File: src/rtl/booth_pkg.sv
package booth_pkg;
  // Per-group recoding controls
  typedef struct packed {
    logic one;   // select +/- Y
    logic two;   // select +/- 2Y
    logic neg;   // invert and add one
  } booth_ctl_t;
endpackage

File: src/rtl/booth_r4_enc.sv
module booth_r4_enc
  import booth_pkg::*;
(
  input  logic [2:0]  win,
  output booth_ctl_t  ctl
);
  always_comb begin
    ctl.neg = win[2];
    unique case (win)
      3'b001, 3'b010, 3'b101, 3'b110: begin ctl.one = 1'b1; ctl.two = 1'b0; end
      3'b011, 3'b100:                 begin ctl.one = 1'b0; ctl.two = 1'b1; end
      default:                        begin ctl.one = 1'b0; ctl.two = 1'b0; end
    endcase
  end
endmodule

File: src/rtl/booth_r4_sel.sv
module booth_r4_sel #(
  parameter int N = 8
) (
  input  logic [N-1:0] y,
  input  logic         one,
  input  logic         two,
  input  logic         neg,
  output logic [N:0]   pp
);
  logic [N:0] mag;
  always_comb begin
    if (one)      mag = {y[N-1], y};
    else if (two) mag = {y, 1'b0};
    else          mag = '0;
    pp = mag ^ {(N+1){neg}};
  end
endmodule

File: src/rtl/booth_r4_sum.sv
module booth_r4_sum #(
  parameter int N = 8
) (
  input  logic [N/2-1:0][N:0] rows,
  input  logic [N/2-1:0]      negs,
  output logic [2*N-1:0]      sum
);
  localparam int NPP = N / 2;
  localparam int PW  = 2 * N;

  // Constant absorbing every row's sign extension: -sum(2^(N+2i)) mod 2^PW
  function automatic logic [PW-1:0] corr_f();
    logic [PW-1:0] acc;
    acc = '0;
    for (int i = 0; i < NPP; i++) acc = acc - (PW'(1) << (N + 2*i));
    return acc;
  endfunction

  localparam logic [PW-1:0] CORR = corr_f();

  logic [PW-1:0] acc;
  logic [N:0]    biased;

  always_comb begin
    acc    = CORR;
    biased = '0;
    for (int i = 0; i < NPP; i++) begin
      biased = {~rows[i][N], rows[i][N-1:0]};
      acc    = acc + (PW'(biased) << (2*i)) + (PW'(negs[i]) << (2*i));
    end
    sum = acc;
  end
endmodule

File: src/rtl/booth_r4_mul.sv
module booth_r4_mul
  import booth_pkg::*;
#(
  parameter int N = 8
) (
  input  logic           clk,
  input  logic           rst,
  input  logic [N-1:0]   x_in,
  input  logic [N-1:0]   y_in,
  output logic [2*N-1:0] p_out
);
  localparam int NPP = N / 2;
  localparam int PW  = 2 * N;

  logic [N:0]              x_ext;
  booth_ctl_t              ctl [NPP];
  logic [NPP-1:0]          sel_one, sel_two, sel_neg;
  logic [NPP-1:0][N:0]     pp_rows;
  logic [PW-1:0]           prod;

  assign x_ext = {x_in, 1'b0};

  for (genvar k = 0; k < NPP; k++) begin : g_grp
    booth_r4_enc u_enc (
      .win (x_ext[2*k+2 -: 3]),
      .ctl (ctl[k])
    );
    assign sel_one[k] = ctl[k].one;
    assign sel_two[k] = ctl[k].two;
    assign sel_neg[k] = ctl[k].neg;
    booth_r4_sel #(.N(N)) u_sel (
      .y   (y_in),
      .one (sel_one[k]),
      .two (sel_two[k]),
      .neg (sel_neg[k]),
      .pp  (pp_rows[k])
    );
  end

  booth_r4_sum #(.N(N)) u_sum (
    .rows (pp_rows),
    .negs (sel_neg),
    .sum  (prod)
  );

  always_ff @(posedge clk) begin
    if (rst) p_out <= '0;
    else     p_out <= prod;
  end
endmodule

File: config.mk
export PLATFORM = sky130hd
export DESIGN_NAME = booth_r4_mul
export DESIGN_NICKNAME = d
export VERILOG_FILES = /design/src/rtl/booth_pkg.sv /design/src/rtl/booth_r4_enc.sv /design/src/rtl/booth_r4_sel.sv /design/src/rtl/booth_r4_sum.sv /design/src/rtl/booth_r4_mul.sv
export SDC_FILE = /design/constraint.sdc
export NUM_CORES = 1
export LEC_CHECK = 0
export ABC_CLOCK_PERIOD_IN_PS = 5100
export BUFFER_PORTS_ARGS = -buffer_cell sky130_fd_sc_hd__buf_2
export CAP_MARGIN = 20
export CORE_UTILIZATION = 50
export CTS_BUF_LIST = sky130_fd_sc_hd__clkbuf_2 sky130_fd_sc_hd__clkbuf_4 sky130_fd_sc_hd__clkbuf_8
export DETAILED_ROUTE_END_ITERATION = 6
export PLACE_DENSITY = 0.71
export SYNTH_ARGS = -nofsm -noshare
export SYNTH_HDL_FRONTEND = slang
export SYNTH_SLANG_ARGS = --single-unit
export TNS_END_PERCENT = 5
File: constraint.sdc
create_clock -name clk -period 5.1 [get_ports clk]
set_input_delay 1.02 -clock clk [delete_from_list [all_inputs] [get_ports clk]]
set_output_delay 1.02 -clock clk [all_outputs]
set_load 0.02 [all_outputs]
Word level (Yosys, flattened, before mapping)
Cells that the tools add are included.
W data, S select, Z words.
Operators by class
  divide/modulo/power cells: 0
  $add $sub $neg: 8
  equality and inequality tests: 21
  mux-type cells: 12
  shift operators: 0
  reductions and logical operators: 7
  bitwise operators: 8
  $mul: 0
  $lt $le $gt $ge: 0
Operators with widths (count)
  $mux W9: 8
  $xor A9 B9 Y9: 4
  $eq A3 B3 Y1 const B: 9
  $eq A3 B2 Y1 const B: 6
  $add A16 B1 Y16: 1
  $add A16 B11 Y16: 1
  $add A16 B13 Y16: 1
  $add A16 B15 Y16: 1
  $add A16 B3 Y16: 1
  $add A16 B5 Y16: 1
  $add A16 B7 Y16: 1
  $add A16 B9 Y16 const A: 1
  $pmux W2 S2: 4
  $reduce_or A4 Y1: 3
  $eq A3 B1 Y1 const B: 3
  $reduce_or A2 Y1: 4
  $eq A2 B2 Y1 const B: 2
  $not A1 Y1: 4
  $eq A2 B1 Y1 const B: 1
Storage, ports and cells
  RAM bits: 0
  output and inout port bits: 16
  memories: 0
  logic and storage cells: 57
  register bits: 16
  input port bits: 18
  bits in read-only memories: 0
  bits in latches: 0

Depth between registers and ports, before layout
  depth in word-level cells: 15
  depth in mapped cells: 18
  depth with buffers taken out: 16

Hierarchy
A second synthesis with hierarchy kept.
Unflattened totals
  cell total of the unflattened synthesis: 373
  area, all modules: 3203.1 µm²
Modules (own cells, without submodules)
  booth_r4_sel: sequential area each 0.0 µm², area each 349.1 µm², times used 4, cells an instance 45
  booth_r4_sum: sequential area each 0.0 µm², area each 1208.7 µm², times used 1, cells an instance 139
  booth_r4_mul: sequential area each 320.3 µm², area each 467.9 µm², times used 1, cells an instance 34
  booth_r4_enc: sequential area each 0.0 µm², area each 32.5 µm², times used 4, cells an instance 5

Worst setup path before layout
Ideal clock, no wire load.
  kind: input port to flip-flop
  start: input port x_in[1]
  end: register p_out[13]
  arrival time: 4693 ps
  path buffers: 3
  setup time: 121 ps
  required time: 4979 ps
  stages on the path: 16
  path slack: 285 ps
  path through: buf_2 clkbuf_1 clkbuf_1 nand3_1 o21ai_0 fa_1 inv_1 fa_1 fa_1 inv_1 ha_1 o21ai_0 o21ba_2 nor3_2 nor3_2 mux2_4
Between the ends
  longest elaborated chain between the ends: 15
  elaborated cells between the ends (all ways): 30
  classes of those cells: 8 x add/sub; 9 x eq/ne; 6 x mux; 4 x bitwise; 3 x reduce/logical
RTL lines
  start: declaration: RTL line booth_r4_mul.sv:8  | input logic [N-1:0] x_in,
  $eq A2 B1 Y1 or $eq A2 B2 Y1 (tied branches): RTL line booth_r4_enc.sv:9  | unique case (win)
  $reduce_or A2 Y1: RTL line booth_r4_enc.sv:9
  $pmux W2 S2: RTL line booth_r4_enc.sv:9
  $mux W9: RTL line booth_r4_sel.sv:13  | else if (two) mag = {y, 1'b0};
  $mux W9: RTL line booth_r4_sel.sv:12  | if (one) mag = {y[N-1], y};
  $xor A9 B9 Y9: RTL line booth_r4_sel.sv:15  | pp = mag ^ {(N+1){neg}};
  $not A1 Y1: RTL line booth_r4_sum.sv:28  | biased = {~rows[i][N], rows[i][N-1:0]};
  $add A16 B9 Y16: RTL line booth_r4_sum.sv:29  | acc = acc + (PW'(biased) << (2*i)) + (PW'(negs[i]) << (2*i));
  $add A16 B1 Y16: RTL line booth_r4_sum.sv:29
  $add A16 B11 Y16 *: RTL line booth_r4_sum.sv:29
  $add A16 B3 Y16 *: RTL line booth_r4_sum.sv:29
  $add A16 B13 Y16 *: RTL line booth_r4_sum.sv:29
  $add A16 B5 Y16 *: RTL line booth_r4_sum.sv:29
  $add A16 B15 Y16 *: RTL line booth_r4_sum.sv:29
  $add A16 B7 Y16 *: RTL line booth_r4_sum.sv:29
  end signal: assignment: RTL line booth_r4_mul.sv:48  | else p_out <= prod;
  end: declaration: RTL line booth_r4_mul.sv:10  | output logic [2*N-1:0] p_out
Mark *: on every way between the ends. The rest lies on a longest branch, timed or not.
A chain may end at the register's enable or synchronous reset.

Worst setup path in the final report
  start: input port x_in[2]
  end: register p_out[13]
Between the ends
  longest elaborated chain between the ends: 13
  elaborated cells between the ends (all ways): 19
  classes of those cells: 6 x add/sub; 6 x eq/ne; 3 x mux; 2 x bitwise; 2 x reduce/logical
RTL lines (RTL line)
  $eq A3 B1 Y1 (tied with other cells): booth_r4_enc.sv:9
  $reduce_or A4 Y1 or $reduce_or A2 Y1 (tied branches): booth_r4_enc.sv:9
  $pmux W2 S2 *: booth_r4_enc.sv:9
  $mux W9: booth_r4_sel.sv:13
  $mux W9 *: booth_r4_sel.sv:12
  $xor A9 B9 Y9 *: booth_r4_sel.sv:15
  $not A1 Y1: booth_r4_sum.sv:28
  $add A16 B11 Y16 *: booth_r4_sum.sv:29
  $add A16 B3 Y16 *: booth_r4_sum.sv:29
  $add A16 B13 Y16 *: booth_r4_sum.sv:29
  $add A16 B5 Y16 *: booth_r4_sum.sv:29
  $add A16 B15 Y16 *: booth_r4_sum.sv:29
  $add A16 B7 Y16 *: booth_r4_sum.sv:29
Marked as above.

==> results.json <==
{
  "area_growth_pct": 9.41,
  "final_cells": 456,
  "met3_length_um": 163,
  "track_usage_pct": 22.6,
  "syn_inst": 371,
  "yosysTopAreaCell": "ha_1",
  "synth_top_cell_area_share_pct": 15.7,
  "async_flop_share_pct": 0,
  "dieArea_um2": 5720,
  "cp-end-kind": "flip-flop",
  "cts_tree": "built",
  "ys_seq_elements": 16,
  "fin_crit_sh_pct": 92.6,
  "fin_util_pct": 57.4,
  "status": "completed",
  "drc_errors": 0,
  "worstSetupStartpointType": "primary input",
  "overflow": 0,
  "place_ws_ns": 0.102,
  "drt_first_pass_iters": 4,
  "critPathKind": "in2reg",
  "stdcell_area_um2": 2970,
  "dp_hpwl_um": 4710,
  "path_clk_slew_ns": 0.06,
  "h-tree-depth": 1,
  "synth_edf_count": 0,
  "synth_flop_cell": "dfxtp_1",
  "wire_per_inst_um": 13.3,
  "grt_pass1_wl_um": 10100,
  "wl_met2_um": 2720,
  "clock.fmax_mhz": 212,
  "relSlewSlack_pct": 65.7,
  "worst_ep_required_time_ns": 5.25,
  "m1WireLength_um": 3070,
  "cap_violations": 0,
  "finalSetupViolations": 0,
  "ys_warn_count": 0,
  "die_h_um": 75.7,
  "cts_root_buf": "clkbuf_8",
  "arrival_ns": 4.87,
  "tns_ns": 0,
  "holdPathStages": 2,
  "ctsHoldBuffers": 0,
  "hold_end": "p_out[5]$_SDFF_PP0_",
  "clock-sinks": 16,
  "netlist_area_um2": 2710,
  "place_inst": 452,
  "drive_gt1_share_pct": 14.2,
  "grt_max_degree": 26,
  "place_area_um2": 2910,
  "io_buffers": 33,
  "min_period_ns": 4.72,
  "wl_um": 6070,
  "synth_seq_area_share_pct": 11.8,
  "regMostFlops": "p_out",
  "via_count": 2586,
  "power.leakage_nw": 1.35,
  "routabilityCongestion": 0.859,
  "clock_tree.buffer_depth": 2,
  "syn-num-nets": 436,
  "rsz0062_at_grt": "no",
  "holdWs_ns": 1.13,
  "power_mw": 1.23,
  "top_layer_used": "met4",
  "tightest_slew_ns": 0.512,
  "synth.area.top_cells": "ha_1, dfxtp_1, fa_1, nor2_1, a21oi_1",
  "cts.repair.resized": 0,
  "grt_pass1_vias": 2159,
  "powerDensity_nw_per_um2": 414,
  "die_w_um": 75.7,
  "reg_top3": "p_out (16)",
  "largest_register_ffs": 16,
  "drt_iter0_drc": 79,
  "rows": 26,
  "ant_nets": 0,
  "hold_viol": 0,
  "drv_slew": 0,
  "n_antenna_cell": 0,
  "core-area_um2": 5170,
  "holdCritPathClass": "in2reg",
  "nNetsFinal": 452,
  "antenna_found_initial": 0,
  "cts_buffers": 3,
  "ir_drop_v": 0.000240,
  "vias_per_cell": 5.67,
  "crit_path_max_fanout": 14,
  "ios": 34,
  "synth.most_common_cell": "nor2_1",
  "start_util_pct": 52.4,
  "synthTopCellsByCount": "nor2_1, ha_1, a21oi_1",
  "synth.distinct_cells": 39,
  "syn_avg_cell_area_um2": 7.31,
  "postCtsSetupRepairBufs": 0,
  "min_from": "rst",
  "fin_ws_ns": 0.376
}
## report_power, final
group	total [mW]	switching, mW	internal [mW]
clock network	0.114	0.0456	0.0686
logic	0.935	0.533	0.402
registers	0.181	0.00866	0.172
## layout make-up
class / count / area (um2)
well taps: 70 / 87.6
inverters: 27 / 101
multi-input cells: 295 / 2160
fillers: 492 / 2200
flip-flops and latches: 16 / 320
clock buffers: 4 / 55.1
repair buffers: 44 / 248
## critical path, cell delays in order
cell and delay (ns):
buf_2 0.17, xor2_1 0.17, and2_1 0.24, a221oi_1 0.34, fa_1 0.47, inv_1 0.09
fa_1 0.42, fa_1 0.54, inv_1 0.04, ha_1 0.37, o21ai_0 0.26, o21ba_2 0.20
nor3_2 0.06, nor3_2 0.17, mux2_4 0.31
## layout by cell type (no fill, tap or decap), drive strengths merged, types with 6 or more instances in the layout
master   n
buf     44
nor2    43
ha      34
a21oi   29
nand2   27
inv     27
o21ai   20
dfxtp   16
o22ai   14
fa      13
nand3   12
a22oi   10
a221oi  10
xor2     9
nor2b    9
nand2b   8
maj3     7
nor3     7
xnor2    6
## routing by layer
layer,vias to the layer above,GRT usage (%)
met5,-,0
met4,0,7.00
met3,9,0.397
met2,64,36.7
met1,1168,32.9
li1,1345,-
## worst max-delay path by stage
stage,from,slack (ns),to,cells past startpoint
after floorplan,x_in[1],0.29,p_out[13]$_SDFF_PP0_,16
after global placement,x_in[2],0.18,p_out[13]$_SDFF_PP0_,16
after detailed placement,x_in[2],0.10,p_out[13]$_SDFF_PP0_,15
after CTS,x_in[2],0.37,p_out[13]$_SDFF_PP0_,15
after global routing,x_in[2],0.006,p_out[12]$_SDFF_PP0_,17
final,x_in[2],0.38,p_out[13]$_SDFF_PP0_,15
## cells by family after synthesis
| logic type | after synthesis | synth area share [%] |
|---|---|---|
| simple gates | 116 | 20.0 |
| compound gates | 105 | 24.6 |
| buf+inv | 60 | 8.72 |
| fa+ha+maj | 54 | 27.9 |
| flops | 16 | 11.8 |
| xor+xnor | 15 | 4.84 |
| mux | 5 | 2.17 |
No activity file was read; power rests on OpenSTA's default activity.
